**src/rtl/nor_cmd_pkg.sv**
```systemverilog
package nor_cmd_pkg;

    localparam logic [15:0] ADDR_UNLK0 = 16'h0555;
    localparam logic [15:0] ADDR_UNLK1 = 16'h02AA;
    localparam logic [15:0] ADDR_QRY   = 16'h0055;

    localparam logic [7:0] C_UNLK0   = 8'hAA;
    localparam logic [7:0] C_UNLK1   = 8'h55;
    localparam logic [7:0] C_IDREAD  = 8'h90;
    localparam logic [7:0] C_QUERY   = 8'h98;
    localparam logic [7:0] C_BACK    = 8'hF0;
    localparam logic [7:0] C_PROG    = 8'hA0;
    localparam logic [7:0] C_ESETUP  = 8'h80;
    localparam logic [7:0] C_CHIP    = 8'h10;
    localparam logic [7:0] C_SECT    = 8'h30;
    localparam logic [7:0] C_BYP_ON  = 8'h20;
    localparam logic [7:0] C_BYP_OFF = 8'h00;
    localparam logic [7:0] C_SUSP    = 8'hB0;

    typedef enum logic [1:0] {
        VIEW_ARRAY  = 2'd0,
        VIEW_ID     = 2'd1,
        VIEW_QUERY  = 2'd2,
        VIEW_STATUS = 2'd3
    } view_e;

    typedef enum logic [2:0] {
        SQ_IDLE, SQ_UNL1, SQ_CMD, SQ_PGM, SQ_EUNL0, SQ_EUNL1, SQ_ECMD
    } seq_state_e;

    typedef enum logic [1:0] {
        OP_NONE, OP_PROG, OP_SECT, OP_CHIP
    } op_e;

    typedef struct packed {
        logic       at_u0;
        logic       at_u1;
        logic       at_qry;
        logic [7:0] code;
    } cmd_hit_t;

    typedef struct packed {
        logic id_in;
        logic qry_in;
        logic back;
        logic op;
    } mode_ev_t;

endpackage

```
**src/rtl/nor_cmd_match.sv**
```systemverilog
module nor_cmd_match
    import nor_cmd_pkg::*;
#(
    parameter int ADDR_W = 22,
    parameter int DATA_W = 16,
    parameter int CMP_W  = 11
) (
    input  logic [ADDR_W-1:0] wr_addr,
    input  logic [DATA_W-1:0] wr_data,
    output cmd_hit_t          hit
);
    localparam logic [CMP_W-1:0] U0 = CMP_W'(ADDR_UNLK0);
    localparam logic [CMP_W-1:0] U1 = CMP_W'(ADDR_UNLK1);
    localparam logic [CMP_W-1:0] QA = CMP_W'(ADDR_QRY);

    logic [CMP_W-1:0] low_a;

    always_comb begin
        low_a      = wr_addr[CMP_W-1:0];
        hit.at_u0  = (low_a == U0);
        hit.at_u1  = (low_a == U1);
        hit.at_qry = (low_a == QA);
        hit.code   = wr_data[7:0];
    end
endmodule

```
**src/rtl/nor_cmd_seq.sv**
```systemverilog
module nor_cmd_seq
    import nor_cmd_pkg::*;
#(
    parameter int ADDR_W = 22,
    parameter int DATA_W = 16
) (
    input  logic              clk,
    input  logic              rst,
    input  logic              wr_en,
    input  logic              seq_en,
    input  cmd_hit_t          hit,
    input  logic [ADDR_W-1:0] wr_addr,
    input  logic [DATA_W-1:0] wr_data,
    output mode_ev_t          ev,
    output logic              bypass_on,
    output logic              prog_go,
    output logic [ADDR_W-1:0] prog_addr,
    output logic [DATA_W-1:0] prog_data,
    output logic              sect_go,
    output logic [ADDR_W-1:0] sect_addr,
    output logic              chip_go
);
    seq_state_e st, st_n;
    logic       byp_n;
    op_e        op_n;

    always_comb begin
        st_n  = st;
        byp_n = bypass_on;
        op_n  = OP_NONE;
        ev    = '0;
        if (!seq_en) begin
            st_n = SQ_IDLE;
        end else if (wr_en) begin
            st_n = SQ_IDLE;
            if (st != SQ_PGM && hit.code == C_BACK) begin
                ev.back = 1'b1;
            end else begin
                case (st)
                    SQ_IDLE: begin
                        if (bypass_on) begin
                            if (hit.code == C_PROG)         st_n  = SQ_PGM;
                            else if (hit.code == C_BYP_OFF) byp_n = 1'b0;
                        end else if (hit.code == C_UNLK0 && hit.at_u0) begin
                            st_n = SQ_UNL1;
                        end else if (hit.code == C_QUERY && hit.at_qry) begin
                            ev.qry_in = 1'b1;
                        end
                    end
                    SQ_UNL1: if (hit.code == C_UNLK1 && hit.at_u1) st_n = SQ_CMD;
                    SQ_CMD: begin
                        if (hit.at_u0) begin
                            case (hit.code)
                                C_IDREAD: ev.id_in = 1'b1;
                                C_PROG:   st_n     = SQ_PGM;
                                C_ESETUP: st_n     = SQ_EUNL0;
                                C_BYP_ON: byp_n    = 1'b1;
                                default:  st_n     = SQ_IDLE;
                            endcase
                        end
                    end
                    SQ_PGM:   op_n = OP_PROG;
                    SQ_EUNL0: if (hit.code == C_UNLK0 && hit.at_u0) st_n = SQ_EUNL1;
                    SQ_EUNL1: if (hit.code == C_UNLK1 && hit.at_u1) st_n = SQ_ECMD;
                    SQ_ECMD: begin
                        if (hit.code == C_CHIP && hit.at_u0) op_n = OP_CHIP;
                        else if (hit.code == C_SECT)         op_n = OP_SECT;
                    end
                    default: st_n = SQ_IDLE;
                endcase
            end
        end
        ev.op = (op_n != OP_NONE);
    end

    always_ff @(posedge clk) begin
        if (rst) begin
            st        <= SQ_IDLE;
            bypass_on <= 1'b0;
            prog_go   <= 1'b0;
            sect_go   <= 1'b0;
            chip_go   <= 1'b0;
            prog_addr <= '0;
            prog_data <= '0;
            sect_addr <= '0;
        end else begin
            st        <= st_n;
            bypass_on <= byp_n;
            prog_go   <= (op_n == OP_PROG);
            sect_go   <= (op_n == OP_SECT);
            chip_go   <= (op_n == OP_CHIP);
            if (op_n == OP_PROG) begin
                prog_addr <= wr_addr;
                prog_data <= wr_data;
            end
            if (op_n == OP_SECT) sect_addr <= wr_addr;
        end
    end
endmodule

```
**src/rtl/nor_erase_ctl.sv**
```systemverilog
module nor_erase_ctl
    import nor_cmd_pkg::*;
#(
    parameter int ADDR_W = 22
) (
    input  logic              clk,
    input  logic              rst,
    input  logic              wr_en,
    input  logic [7:0]        code,
    input  logic [ADDR_W-1:0] wr_addr,
    input  logic              eng_busy,
    input  logic              eng_erase,
    input  logic              erase_window,
    output logic              suspended,
    output logic              susp_go,
    output logic              resume_go,
    output logic              win_go,
    output logic [ADDR_W-1:0] win_addr
);
    logic erasing;
    logic do_susp, do_res, do_win;

    always_comb begin
        erasing = eng_busy && eng_erase;
        do_res  = wr_en && suspended && (code == C_SECT);
        do_susp = wr_en && !suspended && erasing && (code == C_SUSP);
        do_win  = wr_en && !suspended && erasing && erase_window && (code == C_SECT);
    end

    always_ff @(posedge clk) begin
        if (rst) begin
            suspended <= 1'b0;
            susp_go   <= 1'b0;
            resume_go <= 1'b0;
            win_go    <= 1'b0;
            win_addr  <= '0;
        end else begin
            susp_go   <= do_susp;
            resume_go <= do_res;
            win_go    <= do_win;
            if (do_susp)     suspended <= 1'b1;
            else if (do_res) suspended <= 1'b0;
            if (do_win) win_addr <= wr_addr;
        end
    end
endmodule

```
**src/rtl/nor_read_mode.sv**
```systemverilog
module nor_read_mode
    import nor_cmd_pkg::*;
#(
    parameter int              DATA_W = 16,
    parameter logic [DATA_W-1:0] MFR_ID = 16'h00BF,
    parameter logic [DATA_W-1:0] DEV_ID = 16'h236D
) (
    input  logic              clk,
    input  logic              rst,
    input  mode_ev_t          ev,
    input  logic              eng_busy,
    input  logic              suspended,
    input  logic              rd_lsb,
    output logic [1:0]        rd_sel,
    output logic [DATA_W-1:0] id_word
);
    view_e view_q;
    logic  from_id;

    always_ff @(posedge clk) begin
        if (rst) begin
            view_q  <= VIEW_ARRAY;
            from_id <= 1'b0;
        end else if (ev.op) begin
            view_q  <= VIEW_ARRAY;
            from_id <= 1'b0;
        end else if (ev.id_in) begin
            view_q  <= VIEW_ID;
            from_id <= 1'b0;
        end else if (ev.qry_in) begin
            from_id <= (view_q == VIEW_ID) || (view_q == VIEW_QUERY && from_id);
            view_q  <= VIEW_QUERY;
        end else if (ev.back) begin
            view_q  <= (view_q == VIEW_QUERY && from_id) ? VIEW_ID : VIEW_ARRAY;
            from_id <= 1'b0;
        end
    end

    always_comb begin
        rd_sel  = (eng_busy && !suspended) ? VIEW_STATUS : view_q;
        id_word = rd_lsb ? DEV_ID : MFR_ID;
    end
endmodule

```
**src/rtl/nor_cmd_decoder.sv**
```systemverilog
module nor_cmd_decoder
    import nor_cmd_pkg::*;
#(
    parameter int                ADDR_W = 22,
    parameter int                DATA_W = 16,
    parameter int                CMP_W  = 11,
    parameter logic [DATA_W-1:0] MFR_ID = 16'h00BF,
    parameter logic [DATA_W-1:0] DEV_ID = 16'h236D
) (
    input  logic              clk,
    input  logic              rst,
    input  logic              wr_en,
    input  logic [ADDR_W-1:0] wr_addr,
    input  logic [DATA_W-1:0] wr_data,
    input  logic [ADDR_W-1:0] rd_addr,
    input  logic              eng_busy,
    input  logic              eng_erase,
    input  logic              erase_window,
    output logic [1:0]        rd_sel,
    output logic [DATA_W-1:0] id_word,
    output logic              bypass_on,
    output logic              suspended,
    output logic              prog_go,
    output logic [ADDR_W-1:0] prog_addr,
    output logic [DATA_W-1:0] prog_data,
    output logic              sect_go,
    output logic [ADDR_W-1:0] sect_addr,
    output logic              chip_go,
    output logic              susp_go,
    output logic              resume_go
);
    cmd_hit_t          hit;
    mode_ev_t          ev;
    logic              seq_en;
    logic              seq_sect_go, win_go;
    logic [ADDR_W-1:0] seq_sect_addr, win_addr;

    assign seq_en    = !eng_busy && !suspended;
    assign sect_go   = seq_sect_go | win_go;
    assign sect_addr = win_go ? win_addr : seq_sect_addr;

    nor_cmd_match #(.ADDR_W(ADDR_W), .DATA_W(DATA_W), .CMP_W(CMP_W)) match_i (
        .wr_addr(wr_addr), .wr_data(wr_data), .hit(hit)
    );

    nor_cmd_seq #(.ADDR_W(ADDR_W), .DATA_W(DATA_W)) seq_i (
        .clk(clk), .rst(rst), .wr_en(wr_en), .seq_en(seq_en), .hit(hit),
        .wr_addr(wr_addr), .wr_data(wr_data), .ev(ev), .bypass_on(bypass_on),
        .prog_go(prog_go), .prog_addr(prog_addr), .prog_data(prog_data),
        .sect_go(seq_sect_go), .sect_addr(seq_sect_addr), .chip_go(chip_go)
    );

    nor_erase_ctl #(.ADDR_W(ADDR_W)) erase_i (
        .clk(clk), .rst(rst), .wr_en(wr_en), .code(hit.code), .wr_addr(wr_addr),
        .eng_busy(eng_busy), .eng_erase(eng_erase), .erase_window(erase_window),
        .suspended(suspended), .susp_go(susp_go), .resume_go(resume_go),
        .win_go(win_go), .win_addr(win_addr)
    );

    nor_read_mode #(.DATA_W(DATA_W), .MFR_ID(MFR_ID), .DEV_ID(DEV_ID)) view_i (
        .clk(clk), .rst(rst), .ev(ev), .eng_busy(eng_busy), .suspended(suspended),
        .rd_lsb(rd_addr[0]), .rd_sel(rd_sel), .id_word(id_word)
    );
endmodule

```
**config.mk**
```make
export PLATFORM = sky130hd
export DESIGN_NAME = nor_cmd_decoder
export DESIGN_NICKNAME = d
export VERILOG_FILES = /design/src/rtl/nor_cmd_pkg.sv /design/src/rtl/nor_cmd_match.sv /design/src/rtl/nor_cmd_seq.sv /design/src/rtl/nor_erase_ctl.sv /design/src/rtl/nor_read_mode.sv /design/src/rtl/nor_cmd_decoder.sv
export SDC_FILE = /design/constraint.sdc
export NUM_CORES = 1
export LEC_CHECK = 0
export BUFFER_PORTS_ARGS = -buffer_cell sky130_fd_sc_hd__buf_2
export CAP_MARGIN = 10
export CORE_MARGIN = 5
export CORE_UTILIZATION = 54
export DETAILED_ROUTE_END_ITERATION = 7
export PLACE_DENSITY = 0.95
export SETUP_SLACK_MARGIN = 0.05
export SLEW_MARGIN = 25
export SYNTH_ARGS = -nofsm -noshare
export SYNTH_HDL_FRONTEND = slang
export SYNTH_SLANG_ARGS = --single-unit
```
**constraint.sdc**
```tcl
create_clock -name clk -period 5.6 [get_ports clk]
set_input_delay 1.12 -clock clk [delete_from_list [all_inputs] [get_ports clk]]
set_output_delay 1.12 -clock clk [all_outputs]
set_load 0.005 [all_outputs]
```
Word-level counts from Yosys, hierarchy flattened
Cells that the tools add are included.
{ "totals": {"reg_bits": 96, "in_bits": 66} }
{ "op_classes": {"eq_ne": 28, "muxes": 44, "n_bitwise": 3, "n_reduce_logical": 30} }
{ "ops": {"columns": ["cell", "count"], "rows": [
  ["equality test 8 bit, second input constant", 7],
  ["2-to-1 mux 2 bit", 11],
  ["2-to-1 mux 22 bit", 1],
  ["2-to-1 mux 3 bit", 7],
  ["2-to-1 mux 1 bit", 20],
  ["equality test 8 x 6 -> 1 bit, second input constant", 2],
  ["logical AND 1 bit", 16],
  ["case mux 3 bit (5 select lines)", 1],
  ["2-to-1 mux 14 bit", 1],
  ["equality test 11 x 10 -> 1 bit, second input constant", 1],
  ["equality test 11 bit, second input constant", 1],
  ["equality test 11 x 7 -> 1 bit, second input constant", 1],
  ["equality test 3 bit, second input constant", 3],
  ["equality test 8 x 5 -> 1 bit, second input constant", 1],
  ["equality test 8 x 7 -> 1 bit, second input constant", 1],
  ["zero test 8 bit", 1],
  ["nonzero test 2 bit", 4],
  ["equality test 2 bit, second input constant", 3],
  ["equality test 3 x 2 -> 1 bit, second input constant", 2],
  ["case mux 3 bit (2 select lines)", 1],
  ["AND reduction 6 bit", 1],
  ["equality test 2 x 1 -> 1 bit, second input constant", 2],
  ["!= test 2 x 1 -> 1 bit, second input constant", 2],
  ["case mux 2 bit (2 select lines)", 1],
  ["11 further kinds", 14]
]} }

Logic depth before layout (Yosys ltp)
{ "logic_depth": {"ltp_word": 12, "ltp_mapped": 8} }

Modules after synthesis
A second synthesis with hierarchy kept.
{ "unflattened": {"hier_cells": 527, "area_unflattened_um2": 4406.7} }
{ "modules_own_cells": {"columns": ["module", "n_inst", "cells_per_inst", "area_each_um2"], "rows": [
  ["nor_cmd_seq", 1, 332, 2631.3],
  ["nor_erase_ctl", 1, 114, 1063.5],
  ["nor_read_mode", 1, 37, 289.0],
  ["nor_cmd_decoder", 1, 26, 280.3],
  ["nor_cmd_match", 1, 18, 142.6]
]} }

Least setup slack after synthesis
OpenSTA, ideal clock, no wires.
{ "synth_path": {"path_kind": "input -> register", "startpoint": "input port wr_data[0]", "endpoint": "register seq_i.sect_addr[10]", "setup_ns": 0.132, "t_arrival_ns": 2.663, "required_ns": 5.468, "path_slack_ns": 2.805, "cell_stages": 7, "cell_sequence": "or4_1 > buf_2 > o31a_1 > and4_1 > buf_2 > nand2_1 > a21oi_1"} }
{ "synth_between": {"elab_chain_len": 8, "word_cells_on_any_way": 12, "cone_classes": "eq/ne (4); mux (6); reduce/logical (2)"} }
{ "synth_lines": {"columns": ["item", "line_no", "source"], "rows": [
  ["start, declared", "nor_cmd_decoder.sv:14", "input logic [DATA_W-1:0] wr_data,"],
  ["equality test 8 x 6 -> 1 bit or equality test 8 x 5 -> 1 bit (tied branches)", "nor_cmd_seq.sv:67, nor_cmd_seq.sv:66", null],
  ["2-to-1 mux 2 bit or logical AND 1 bit (tied branches)", "nor_cmd_seq.sv:67, nor_cmd_seq.sv:66", null],
  ["2-to-1 mux 2 bit", "nor_cmd_seq.sv:66", "if (hit.code == C_CHIP && hit.at_u0) op_n = OP_CHIP;"],
  ["case mux 2 bit (2 select lines)", "nor_cmd_seq.sv:39", "case (st)"],
  ["2-to-1 mux 2 bit (*)", "nor_cmd_seq.sv:36", "if (st != SQ_PGM && hit.code == C_BACK) begin"],
  ["2-to-1 mux 2 bit (*)", "nor_cmd_seq.sv:34", "end else if (wr_en) begin"],
  ["2-to-1 mux 2 bit (*)", "nor_cmd_seq.sv:32", "if (!seq_en) begin"],
  ["equality test 2 bit (*)", "nor_cmd_seq.sv:96", "if (op_n == OP_SECT) sect_addr <= wr_addr;"],
  ["end signal, assigned", "nor_cmd_seq.sv:96", null],
  ["end, declared", "nor_cmd_seq.sv:20", "output logic [ADDR_W-1:0] sect_addr,"]
]} }
Every way passes the cells marked *; elsewhere a longest branch is shown, timed or not.
A chain may end at the register's enable or synchronous reset.

Final worst setup path
{ "layout_path": {"startpoint": "input port wr_data[0]", "endpoint": "register seq_i.sect_addr[3]"} }
Same word-level chain as after synthesis.

==> results.md <==
- Status: completed
- Clock power frac: 40.6%
- Die Ht: 98.7 um
- Synth top area cells: dfxtp_1 (45%), nand2_1 (16%), a21oi_1 (10%), mux2_2 (5.8%), buf_4 (2.6%)
- Internal: 969 uW
- Inserted Diodes: 0
- Worst slew pin tran: 0.967 ns
- Min Tclk post-route: 3.24 ns
- Post-Route WL: between 10000 and 15000 um
- Cells after DPL: 722
- Reg area: 1920 um2
- Fillers: 684
- CTS tree: built
- Worst Skew: 0.00971 ns
- Worst Path Max Fanout: 22
- Switching portion of total power: 23.0%
- Initial core utilization: 55.3%
- Total Routing Usage GR: 23.7%
- Core region area: 7690 um2
- Vias per cell: around 5.6
- Layout cells sized above 1: 26.7%
- Ys flop type: dfxtp_1
- Initial drt markers: 195
- Cell count after synthesis: 542
- HP Class: flop to flop
- Slew Viols, Final: 0
- Grt met3 use: 6.23%
- P_sw: slightly below 300 uW
- CP arrival: approximately 3.5 ns
- Post_cts resized: 0
- PortBufs: 120
- Row count: 32
- Power share of the sequential group: between 50% and 60%
- Clock tree buffer depth: 2
- First-pass GRT wire length: 19200 um
- Die Wd: 98.7 um
- Post-CTS Hold Buffers: 0
- Vias: 4113
- Wirelength per Cell: 15.9 um
- Root Driver: clkbuf_8
- Asr flop ratio synth: 0%
- Maximum number of pins on one net before global-route repair: 48
- Clock Pin Slew Worst Setup and Hold Paths: 0.09 ns
- CP startpoint kind: input pin
- DRC viols: 0
- Final core occ: 65.1%
- Multi-input logic area: 2080 um2
- Met2 usage: between 40 and 50%
- Synthesized flop and latch total: 96
- H-tree Lvls: 3
- Critical path class: input pin to flop
- Number of global-route vias before repair: 4088
- Setup-failing EPs final: 0
- Seq/Total Area, Yosys: 45.2%
- Share of the synthesized area in the top cell type: 45.2%
- CTS Sinks: 96
- Cell variety after synth: 44
- Clock latency at the later pin of the worst-skew pair: around 0.36 ns
- Ys Warns: 0
- Top Ports: 151
- Worst setup margin: 2.36 ns
- Post-synthesis cell area: 4250 um2
- Tcrit/Tclk final: 57.9%
- Gr busiest metal: met2
- Peak supply drop: 0.000140 V
- Finished Layout Cells: 739
- Cell taking the most area after synthesis: dfxtp_1
- Most frequent cells in the layout: nand2_1 (176), buf_2 (120), dfxtp_1 (95)
- Worst slew margin: 35.3%
- Final setup TNS: 0 ns
- Post-synth EDFFs: 0
- Total Nets Final: about 700
- Comb pwr share: approximately 5.2%
- Worst slack, placed: 1.80 ns
- Syn_area_per_cell: 7.84 um2
- Met1 Use GR: 28.3%
- Hpwl dp: between 8000 and 9000 um
- Hold Slack: 0.455 ns
- Maximum clock frequency: roughly 310 MHz
- 1st-pass router iterations: 5
- Count of final hold-check violations: 0
- RSZ-0062 raised after global routing: no
- Most common cell after layout, fill and taps aside: nand2_1
- Pleak: 1.97 nW
- Setup Fix Bufs, Post-CTS: 0
- Routed Antenna Nets: 0
- GRT overflow: 0
- CTS Buf Count: 9
- Critical path endpoint category: flop
- Cell Pwr Density: approximately 250 nW/um2
- Max Cap Viol: 0
- Area added between synthesis and finish: 17.8%
- Initial antenna violation count: 0
- Die area: 9750 um2
- Worst EP required: 5.88 ns
- GPL Wtd Cong: 0.920
[kinds of logic (layout without fill, tap and decap cells)]
family | after synthesis | in the layout | share of synthesized area [%]
buf+inv | 56 | 144 | 6.56
simple gates | 258 | 258 | 28.1
compound gates | 108 | 108 | 14.2
mux | 22 | 22 | 5.83
flops | 96 | 96 | 45.2
other cells | 2 | 9 | 0.177
[layout make-up]
class | count | share of cell area (%)
multi-input cells | 397 | 41.5
clock buffers | 10 | 2.75
clock inverters | 6 | 1.80
flip-flops and latches | 96 | 38.4
repair buffers | 124 | 12.7
well taps | 102 | 2.55
inverters | 4 | 0.300
[state kept, by name, summed over array words and instances, names as in the netlist]
signal	cells
seq_i.prog_addr	22
seq_i.st	3
seq_i.prog_data	16
erase_i.win_go	1
seq_i.prog_go	1
erase_i.win_addr	22
view_i.view_q	2
seq_i.sect_addr	22
erase_i.susp_go	1
seq_i.sect_go	1
erase_i.resume_go	1
seq_i.chip_go	1
seq_i.bypass_on	1
view_i.from_id	1
erase_i.suspended	1
[stage by stage]
stage               area, um2  power, mW
global placement         4770      0.761
detailed placement       4770      0.762
floorplan                4280      0.734
global route             5010       1.30
finish                   5010       1.26
CTS                      4990       1.26
[worst max-delay path, stage by stage]
cell	delay [ns]
buf_2	0.14
or4_1	0.74
nor4_4	0.31
and4_1	0.86
nand2_1	0.15
a21oi_1	0.19
[layer usage]
metal / vias up / part of all wire (%)
met1: 1937 / 41
met4: 0 / 1.5
met3: 18 / 7.2
li1: 1996 / -
met5: - / 0
met2: 162 / 51
[path summary, 6_finish.rpt]
kind                              to  slack [ns]               start  cells after the start
hold reg to reg   seq_i.prog_data[0]        0.46  seq_i.prog_data[0]                      2
setup reg to reg  seq_i.sect_addr[3]        3.08   erase_i.suspended                      5
setup / recovery  seq_i.sect_addr[3]        2.36          wr_data[0]                      6
hold / removal    seq_i.prog_data[0]        0.46  seq_i.prog_data[0]                      2
[Yosys cell counts, drive strengths merged (3+ instances only)]
master  number
o21ai        8
nor4         6
nor2        12
nor4bb       3
nor3b        5
or4          3
nand2      176
a21oi       88
nand2b       8
inv          4
nor3        12
nand3        4
buf         25
or3          4
dfxtp       96
nand4        9
mux2        22
nand3b       3
clkbuf      27
[power by group through the flow]
| stage | Combinational (mW) | Sequential [mW] | Clock, mW |
|---|---|---|---|
| finish | 0.0655 | 0.682 | 0.511 |
| detailed placement | 0.0642 | 0.698 | 0 |
| global route | 0.0716 | 0.682 | 0.549 |
| floorplan | 0.0360 | 0.698 | 0 |
| CTS | 0.0645 | 0.682 | 0.517 |
| global placement | 0.0628 | 0.698 | 0 |
No activity file was read; power rests on OpenSTA's default activity.
